--- src/rtl/srd_pkg.sv ---
package srd_pkg;

  typedef enum logic [1:0] {
    DW_8   = 2'd0,
    DW_16  = 2'd1,
    DW_32  = 2'd2,
    DW_32X = 2'd3
  } dev_width_e;

  localparam int NUM_STROBES = 2;
  localparam int STB_RD      = 0;
  localparam int STB_CS      = 1;

endpackage

--- src/rtl/srd_addr_fmt.sv ---
module srd_addr_fmt
  import srd_pkg::*;
#(
  parameter int ADDR_W = 26
) (
  input  logic [1:0]        dev_width,
  input  logic [ADDR_W-1:0] byte_addr,
  output logic [ADDR_W-1:0] bus_addr
);

  always_comb begin
    bus_addr = byte_addr;
    unique case (dev_width_e'(dev_width))
      DW_8:    bus_addr = byte_addr;
      DW_16:   bus_addr[0] = 1'b0;
      default: bus_addr[1:0] = 2'b00;
    endcase
  end

endmodule

--- src/rtl/srd_window_calc.sv ---
module srd_window_calc #(
  parameter int CNT_W = 6
) (
  input  logic [CNT_W-1:0] eff_cycle,
  input  logic [CNT_W-1:0] setup,
  input  logic [CNT_W-1:0] pulse,
  output logic [CNT_W-1:0] win_start,
  output logic [CNT_W-1:0] win_end
);

  localparam logic [CNT_W-1:0] ONE = CNT_W'(1);

  logic [CNT_W-1:0] pulse_min;
  logic [CNT_W-1:0] room;
  logic [CNT_W-1:0] pulse_fit;

  always_comb begin
    win_start = (setup >= eff_cycle) ? (eff_cycle - ONE) : setup;
    pulse_min = (pulse == '0) ? ONE : pulse;
    room      = eff_cycle - win_start;
    pulse_fit = (pulse_min > room) ? room : pulse_min;
    win_end   = win_start + pulse_fit;
  end

endmodule

--- src/rtl/srd_strobe_win.sv ---
module srd_strobe_win #(
  parameter int CNT_W = 6
) (
  input  logic             clk,
  input  logic             rst,
  input  logic             load,
  input  logic             active_nxt,
  input  logic [CNT_W-1:0] cnt_nxt,
  input  logic [CNT_W-1:0] win_start,
  input  logic [CNT_W-1:0] win_end,
  output logic             strobe_n,
  output logic             closing
);

  logic [CNT_W-1:0] start_q;
  logic [CNT_W-1:0] end_q;
  logic [CNT_W-1:0] start_use;
  logic [CNT_W-1:0] end_use;
  logic             low_nxt;

  assign start_use = load ? win_start : start_q;
  assign end_use   = load ? win_end   : end_q;
  assign low_nxt   = active_nxt && (cnt_nxt >= start_use) && (cnt_nxt < end_use);
  assign closing   = !strobe_n && !low_nxt;

  always_ff @(posedge clk) begin
    if (rst) begin
      start_q  <= '0;
      end_q    <= '0;
      strobe_n <= 1'b1;
    end else begin
      if (load) begin
        start_q <= win_start;
        end_q   <= win_end;
      end
      strobe_n <= !low_nxt;
    end
  end

  // every window handed over on a request spans at least one cycle
  p_window_nonempty_r9: assert property (@(posedge clk) disable iff (rst)
    load |-> (win_end > win_start));

  // a strobe that goes low was opened inside a non-empty latched window
  p_low_inside_window_r4: assert property (@(posedge clk) disable iff (rst)
    $fell(strobe_n) |-> (end_q > start_q));

endmodule

--- src/rtl/sram_read_sequencer.sv ---
module sram_read_sequencer
  import srd_pkg::*;
#(
  parameter int ADDR_W = 26,
  parameter int DATA_W = 32,
  parameter int BE_W   = 4,
  parameter int CNT_W  = 6
) (
  input  logic              clk,
  input  logic              rst,
  input  logic [1:0]        cfg_dev_width,
  input  logic [CNT_W-1:0]  cfg_cycle,
  input  logic [CNT_W-1:0]  cfg_rd_setup,
  input  logic [CNT_W-1:0]  cfg_rd_pulse,
  input  logic [CNT_W-1:0]  cfg_cs_setup,
  input  logic [CNT_W-1:0]  cfg_cs_pulse,
  input  logic              req,
  input  logic [ADDR_W-1:0] req_addr,
  input  logic [BE_W-1:0]   req_be,
  output logic              busy,
  output logic              done,
  output logic [DATA_W-1:0] rdata,
  output logic [ADDR_W-1:0] mem_addr,
  output logic [BE_W-1:0]   mem_be,
  output logic              mem_rd_n,
  output logic              mem_cs_n,
  input  logic [DATA_W-1:0] mem_data
);

  localparam logic [CNT_W-1:0] ONE = CNT_W'(1);

  logic              busy_q;
  logic [CNT_W-1:0]  cnt_q;
  logic [CNT_W-1:0]  cyc_q;
  logic [ADDR_W-1:0] addr_q;
  logic [BE_W-1:0]   be_q;
  logic [DATA_W-1:0] rdata_q;
  logic              done_q;

  logic              accept;
  logic              last;
  logic              active_nxt;
  logic [CNT_W-1:0]  cnt_nxt;
  logic [CNT_W-1:0]  eff_cyc;
  logic [ADDR_W-1:0] fmt_addr;

  logic [CNT_W-1:0]       set_v   [NUM_STROBES];
  logic [CNT_W-1:0]       pul_v   [NUM_STROBES];
  logic [CNT_W-1:0]       win_s   [NUM_STROBES];
  logic [CNT_W-1:0]       win_e   [NUM_STROBES];
  logic [NUM_STROBES-1:0] stb_n;
  logic [NUM_STROBES-1:0] stb_close;

  assign accept     = !busy_q && req;
  assign last       = busy_q && (cnt_q == (cyc_q - ONE));
  assign active_nxt = accept || (busy_q && !last);
  assign cnt_nxt    = accept ? '0 : (cnt_q + ONE);
  assign eff_cyc    = (cfg_cycle == '0) ? ONE : cfg_cycle;

  assign set_v[STB_RD] = cfg_rd_setup;
  assign pul_v[STB_RD] = cfg_rd_pulse;
  assign set_v[STB_CS] = cfg_cs_setup;
  assign pul_v[STB_CS] = cfg_cs_pulse;

  srd_addr_fmt #(.ADDR_W(ADDR_W)) u_addr_fmt (
    .dev_width (cfg_dev_width),
    .byte_addr (req_addr),
    .bus_addr  (fmt_addr)
  );

  for (genvar g = 0; g < NUM_STROBES; g++) begin : g_stb
    srd_window_calc #(.CNT_W(CNT_W)) u_calc (
      .eff_cycle (eff_cyc),
      .setup     (set_v[g]),
      .pulse     (pul_v[g]),
      .win_start (win_s[g]),
      .win_end   (win_e[g])
    );
    srd_strobe_win #(.CNT_W(CNT_W)) u_win (
      .clk        (clk),
      .rst        (rst),
      .load       (accept),
      .active_nxt (active_nxt),
      .cnt_nxt    (cnt_nxt),
      .win_start  (win_s[g]),
      .win_end    (win_e[g]),
      .strobe_n   (stb_n[g]),
      .closing    (stb_close[g])
    );
  end

  always_ff @(posedge clk) begin
    if (rst) begin
      busy_q  <= 1'b0;
      cnt_q   <= '0;
      cyc_q   <= ONE;
      addr_q  <= '0;
      be_q    <= '0;
      rdata_q <= '0;
      done_q  <= 1'b0;
    end else begin
      done_q <= stb_close[STB_RD];
      if (stb_close[STB_RD]) rdata_q <= mem_data;
      if (accept) begin
        busy_q <= 1'b1;
        cnt_q  <= '0;
        cyc_q  <= eff_cyc;
        addr_q <= fmt_addr;
        be_q   <= req_be;
      end else if (busy_q) begin
        if (last) busy_q <= 1'b0;
        else      cnt_q  <= cnt_nxt;
      end
    end
  end

  assign busy     = busy_q;
  assign done     = done_q;
  assign rdata    = rdata_q;
  assign mem_addr = addr_q;
  assign mem_be   = be_q;
  assign mem_rd_n = stb_n[STB_RD];
  assign mem_cs_n = stb_n[STB_CS];

  // both strobes stay high outside an access
  p_idle_strobes_high_r4: assert property (@(posedge clk) disable iff (rst)
    !busy_q |-> (mem_rd_n && mem_cs_n));

  // address and byte lanes are frozen for the whole access
  p_addr_stable_r2: assert property (@(posedge clk) disable iff (rst)
    (busy_q && $past(busy_q)) |-> ($stable(mem_addr) && $stable(mem_be)));

  // the cycle counter stays below the latched length
  p_cnt_bound_r2: assert property (@(posedge clk) disable iff (rst)
    busy_q |-> (cnt_q < cyc_q));

  // a running access only advances; a new request never restarts it
  p_no_restart_r7: assert property (@(posedge clk) disable iff (rst)
    (busy_q && $past(busy_q)) |-> (cnt_q == ($past(cnt_q) + ONE)));

  // data is presented exactly when the read strobe rises
  p_capture_on_rise_r6: assert property (@(posedge clk) disable iff (rst)
    $rose(mem_rd_n) |-> done);

  // completion is a single-cycle pulse
  p_done_single_r6: assert property (@(posedge clk) disable iff (rst)
    done |=> !done);

  // once the chip-select window closes, the select is high on the next cycle
  p_cs_release_r5: assert property (@(posedge clk) disable iff (rst)
    stb_close[STB_CS] |=> mem_cs_n);

endmodule

--- config.mk ---
export PLATFORM = sky130hd
export DESIGN_NAME = sram_read_sequencer
export DESIGN_NICKNAME = d
export VERILOG_FILES = /design/src/rtl/srd_pkg.sv /design/src/rtl/srd_addr_fmt.sv /design/src/rtl/srd_window_calc.sv /design/src/rtl/srd_strobe_win.sv /design/src/rtl/sram_read_sequencer.sv
export SDC_FILE = /design/constraint.sdc
export NUM_CORES = 1
export LEC_CHECK = 0
export BUFFER_PORTS_ARGS = -buffer_cell sky130_fd_sc_hd__buf_2
export CORE_ASPECT_RATIO = 1.1
export CORE_MARGIN = 3
export CORE_UTILIZATION = 40
export DETAILED_ROUTE_END_ITERATION = 12
export HOLD_SLACK_MARGIN = 0.06
export PLACE_DENSITY = 0.61
export SLEW_MARGIN = 20
export SYNTH_ARGS = -nofsm -noshare
export SYNTH_HDL_FRONTEND = slang
export SYNTH_SLANG_ARGS = --single-unit
--- constraint.sdc ---
create_clock -name clk -period 10.6 [get_ports clk]
set_input_delay 1.59 -clock clk [delete_from_list [all_inputs] [get_ports clk]]
set_output_delay 1.59 -clock clk [all_outputs]
set_load 0.02 [all_outputs]
# Word level (Yosys, flattened, before mapping)
# Index checks and enable logic that the tools add are counted.
# W data, S select, Z words.
# op_classes
n_addsub	7
n_lt_le_gt_ge	8
eq_ne	2
mux	17
bitwise_logic	1
n_reduce_logical	21
# op_table
operator	n
$mux W6	12
$ge A6 B6 Y1	4
$logic_not A6 Y1	3
$add A6 B6 Y6	2
$gt A6 B6 Y1	2
$lt A6 B6 Y1	2
$sub A6 B1 Y6 const B	2
$sub A6 B6 Y6	2
$logic_and A1 B1 Y1	8
$add A6 B1 Y6 const B	1
$eq A6 B6 Y1	1
$logic_not A1 Y1	5
$mux W1	5
$reduce_or A2 Y1	2
$eq A2 B1 Y1 const B	1
$logic_not A2 Y1	1
$reduce_and A2 Y1	1
$logic_or A1 B1 Y1	1
$not A1 Y1	1
# word_totals
register_bits	102
in_bits	97
out_inout_bits	66
word_cells	69

# Longest topological paths before layout
# logic_depth
ltp_word	13
ltp_mapped	37
mapped_depth_nobuf	36

# By module
# From an unflattened synthesis, not the netlist that was laid out.
# unflattened
hier_cells	782
hier_area_um2	6786.5
# by_module_without_submodules
mod	instances	cells_per_inst	area_per_inst_um2	seq_area_each_um2
sram_read_sequencer	1	341	3000.4	1521.5
srd_window_calc (g_stb[1].u_calc)	1	137	1132.3	0.0
srd_window_calc (g_stb[0].u_calc)	1	142	1061.0	0.0
srd_strobe_win (g_stb[1].u_win)	1	68	705.7	260.2
srd_strobe_win (g_stb[0].u_win)	1	68	688.2	260.2
srd_addr_fmt	1	26	198.9	0.0

# Worst setup path after synthesis
# Ideal clock, no wire load.
# synth_path
kind	input -> register
startpoint	input cfg_cycle[2]
endpoint	register rdata_q[10] (netlist: rdata[10])
setup_ns	0.128
arrival_time_ns	9.061
required_ns	10.472
setup_slack_ns	1.411
cell_stages	35
path_buffers	1
cell_sequence	nor2_1 -> a41oi_1 -> inv_1 -> ha_1 -> nand2b_1 -> a31oi_1 -> o21ai_1 -> nor2_1 -> a21oi_1 -> inv_1 -> ha_1 -> nor2b_1 -> o31a_1 -> a311o_1 -> xnor2_1 -> ha_1 -> nand2_1 -> o21bai_1 -> a21oi_1 -> mux2_2 -> fa_1 -> a21o_1 -> a21oi_1 -> xor2_1 -> nor2_1 -> a21oi_1 -> ha_1 -> a41oi_1 -> o21ai_0 -> a31o_2 -> a221oi_1 -> a21oi_4 -> buf_12 -> mux2i_1 -> nor2_1
# synth_via
elab_chain_len	13
word_cells_on_any_way	17
cone_classes	3 x add/sub; 4 x order compare; 5 x mux; 5 x reduce/logical
# synth_rtl
element	line	source
start, declared	sram_read_sequencer.sv:12	input logic [CNT_W-1:0] cfg_cycle,
$logic_not A6 Y1 *	sram_read_sequencer.sv:58	assign eff_cyc = (cfg_cycle == '0) ? ONE : cfg_cycle;
$mux W6 *	sram_read_sequencer.sv:58	
named net eff_cyc[0]	sram_read_sequencer.sv:44	logic [CNT_W-1:0] eff_cyc;
$sub A6 B1 Y6 / $ge A6 B6 Y1 (equally long branches)	srd_window_calc.sv:18	win_start = (setup >= eff_cycle) ? (eff_cycle - ONE) : setup;
$mux W6	srd_window_calc.sv:18	
$sub A6 B6 Y6	srd_window_calc.sv:20	room = eff_cycle - win_start;
$gt A6 B6 Y1	srd_window_calc.sv:21	pulse_fit = (pulse_min > room) ? room : pulse_min;
$mux W6	srd_window_calc.sv:21	
$add A6 B6 Y6	srd_window_calc.sv:22	win_end = win_start + pulse_fit;
$mux W6	srd_strobe_win.sv:22	assign end_use = load ? win_end : end_q;
$lt A6 B6 Y1	srd_strobe_win.sv:23	assign low_nxt = active_nxt && (cnt_nxt >= start_use) && (cnt_nxt < end_use);
$logic_and A1 B1 Y1 *	srd_strobe_win.sv:23	
$logic_not A1 Y1 *	srd_strobe_win.sv:24	assign closing = !strobe_n && !low_nxt;
$logic_and A1 B1 Y1 *	srd_strobe_win.sv:24	
end signal, assigned	sram_read_sequencer.sv:103	if (stb_close[STB_RD]) rdata_q <= mem_data;
end, declared	sram_read_sequencer.sv:37	logic [DATA_W-1:0] rdata_q;
# Mark *: on every way through the listed nets, which the timed path passes. The rest lies on a longest branch.
# A chain may end at the register's enable or synchronous reset.

# Final worst setup path
# layout_path
startpoint	input cfg_cycle[1]
endpoint	register rdata_q[2] (netlist: rdata[2])
# Same word-level chain as after synthesis.

==> impl_metrics.ini <==
[worst_setup_path]
crit_buf_inv = 5
cp_slowest_stage_delay_ns = 0.52
worstPathMaxFanout = 33
crit_required_ns = 10.79
critPathCaptureType = register
path_class = in -> reg
startpoint_type = input port
critPathArrivalTime_ns = 9.41
critPathTopFamily = compound AO/OA/AOI/OAI gates
critPathSlowestCell = a221oi_1

[clock_tree]
cts-resized-gates = 0
clock_latency_ns = 0.34
root_buffer = clkbuf_16
clockBufferDepth = 2
cts_buffers = 9
cts-htree-levels = 3
cts.sinks = 102
hold_buffers = 0
cts_tree = built
cts.clk_slew.worst_paths_ns = 0.07
cts_setup_buffers = 0

[synthesis]
synth_nets = 881
synth-seq-cells = 102
synth_edf_count = 0
synthArstFlopShare = 0
yosysTopAreaCell = dfxtp_1
synth_ff_type = dfxtp_1
syn-instance-count = 711
yosysUniqueCellTypes = 47
avgSynthCellArea_um2 = 8.55
synth_area_leaders = dfxtp_1 34%, ha_1 14%, mux2i_1 9.7%
yosysTopAreaCellShare = 0.336
syn_area_um2 = 6080
ys_warn_count = 0
ys_seq_area_frac = 0.336

[drt]
wl_per_cell_um = 13.9
drc = 0
detail-route-antenna-nets = 0
vias = 5211
viasPerCell = 4.98
drt_wl_total_um = 14500
drt_iter0_drc = 188
drtPass1Iterations = 4

[run_status]
run_status = complete, no violations

[floorplan]
die_h_um = 135
core_area_um2 = 14600
rows = 46
die_w_um = 124
ios = 163
initial_core_util = 0.416
die-area_um2 = 16700

[sta]
period_share = 0.870
setup-violations-final = 0
hold_violations = 0
rsz0062_at_grt = no
fin_crit_ns = 9.22
slew_headroom = 0.324
holdWs_ns = 0.453
slew_violations = 0
fin_skew_ns = 0.00899
final.setup.tns_ns = 0
clock.fmax_mhz = 108
worst_slew_pin_slew_ns = 1.01

[cells_and_area]
multi_input_area_um2 = 3720
area_delta_synth_final_pct = 19.5
fillers = 1459
final_cell_mix = 162 x buf_2, 102 x dfxtp_1, 92 x nor2_1, 87 x nand2_1, 74 x a21oi_1
ff_latch_area_um2 = 2040
final_nets = 1019
layout_commonest_cell = buf_2
final_layout_size_suffix_gt1_frac = 0.235
antenna_cells = 0

[pwr]
ir_worst_vdd_mv = 0.0871
powerDensity_nw_per_um2 = 168
leakage_nw = 3.46

[grt]
grt_start_max_net_pins = 96
overflow = 0
antenna_found_initial = 0
grt_use_total = 0.174
grt_pass1_vias = 4925
grt_pass1_wl_um = 23600

[worst_hold_path]
hold_path_class = reg -> reg

[place]
dp_hpwl_um = 10900
io_buffers = 162
gp_congestion = 0.825

[flow_run]
cap_viol_max_count = 0
cell type report:
cell class                 instances  area share
clock buffer                       9      0.0310
clock inverter                     7     0.00758
inverter                          32      0.0165
multi-input combinational        536       0.513
sequential                       102       0.281
tap                              192      0.0331
timing repair buffer             168       0.118
power by group:
group          leakage, nW  switching (mW)  total [mW]  internal [mW]
registers            0.833          0.0150       0.433          0.418
logic                 2.49           0.261       0.473          0.213
clock network        0.139           0.153       0.315          0.163
total                 3.46           0.428        1.22          0.793
stage by stage:
step / worst slack (ns) / instances / cell area [um2] / util / total power [mW]
3_5_place_dp: 1.01 / 1030 / 6980 / 0.477 / 0.920
5_1_grt: 0.602 / 1046 / 7260 / 0.497 / 1.32
4_1_cts: 1.37 / 1046 / 7260 / 0.497 / 1.24
2_1_floorplan: 1.41 / 711 / 6080 / - / 0.804
6_report: 1.38 / 1046 / 7260 / 0.497 / 1.22
3_3_place_gp: 1.10 / 1030 / 6980 / 0.477 / 0.918
registers in the layout, summed over array words and instances (netlist names):
name,count
busy,1
mem_be,4
rdata,32
g_stb.u_win.end_q,12
mem_addr,26
g_stb.u_win.strobe_n,2
done,1
cyc_q,6
cnt_q,6
g_stb.u_win.start_q,12
cell families (layout without fill, tap and decap cells):
logic type	count (synthesis)	count (layout)	share of synthesized area
adders and majority gates	73	73	0.155
DFF	102	102	0.336
buffers and inverters	73	216	0.0531
AOI/OAI and AO/OA	141	141	0.147
muxes	65	65	0.108
and+or+nand+nor	232	232	0.164
xor gates and xnor gates	25	25	0.0360
Yosys cell counts, types with 3 or more instances:
master,instances
dfxtp_1,102
nor2_1,92
nand2_1,87
a21oi_1,74
ha_1,69
mux2i_1,59
clkbuf_1,35
inv_1,31
xnor2_1,16
a21o_1,15
o21ai_0,11
nand2b_1,9
nand3_1,9
nor2b_1,9
nor3_1,9
xor2_1,9
mux2_2,6
o21a_1,6
nor4_1,5
a211oi_1,4
and2_1,4
fa_1,4
o31a_1,4
a31oi_1,3
buf_1,3
buf_12,3
o21ai_1,3
worst min-delay path, cell delays in order (launching register included):
cell and delay [ns]:
dfxtp_1 0.31, nand2_1 0.05, a21oi_1 0.05
routing by layer:
metal,vias up,track usage,share of wire,wire [um]
met2,102,0.289,0.47,6830
met4,0,0.0425,0.015,218
met5,-,0,0,0
met1,2368,0.228,0.46,6660
met3,18,0.0393,0.054,780
li1,2723,-,-,-
path summary, 6_finish.rpt:
check,slack [ns],endpoint,startpoint,cells after the start
max reg2reg,6.64,rdata[2],busy,13
max,1.38,rdata[2],cfg_cycle[1],36
min reg2reg,0.45,mem_addr[25],mem_addr[25],2
min,0.45,mem_addr[25],mem_addr[25],2
No activity file was read; power rests on OpenSTA's default activity.
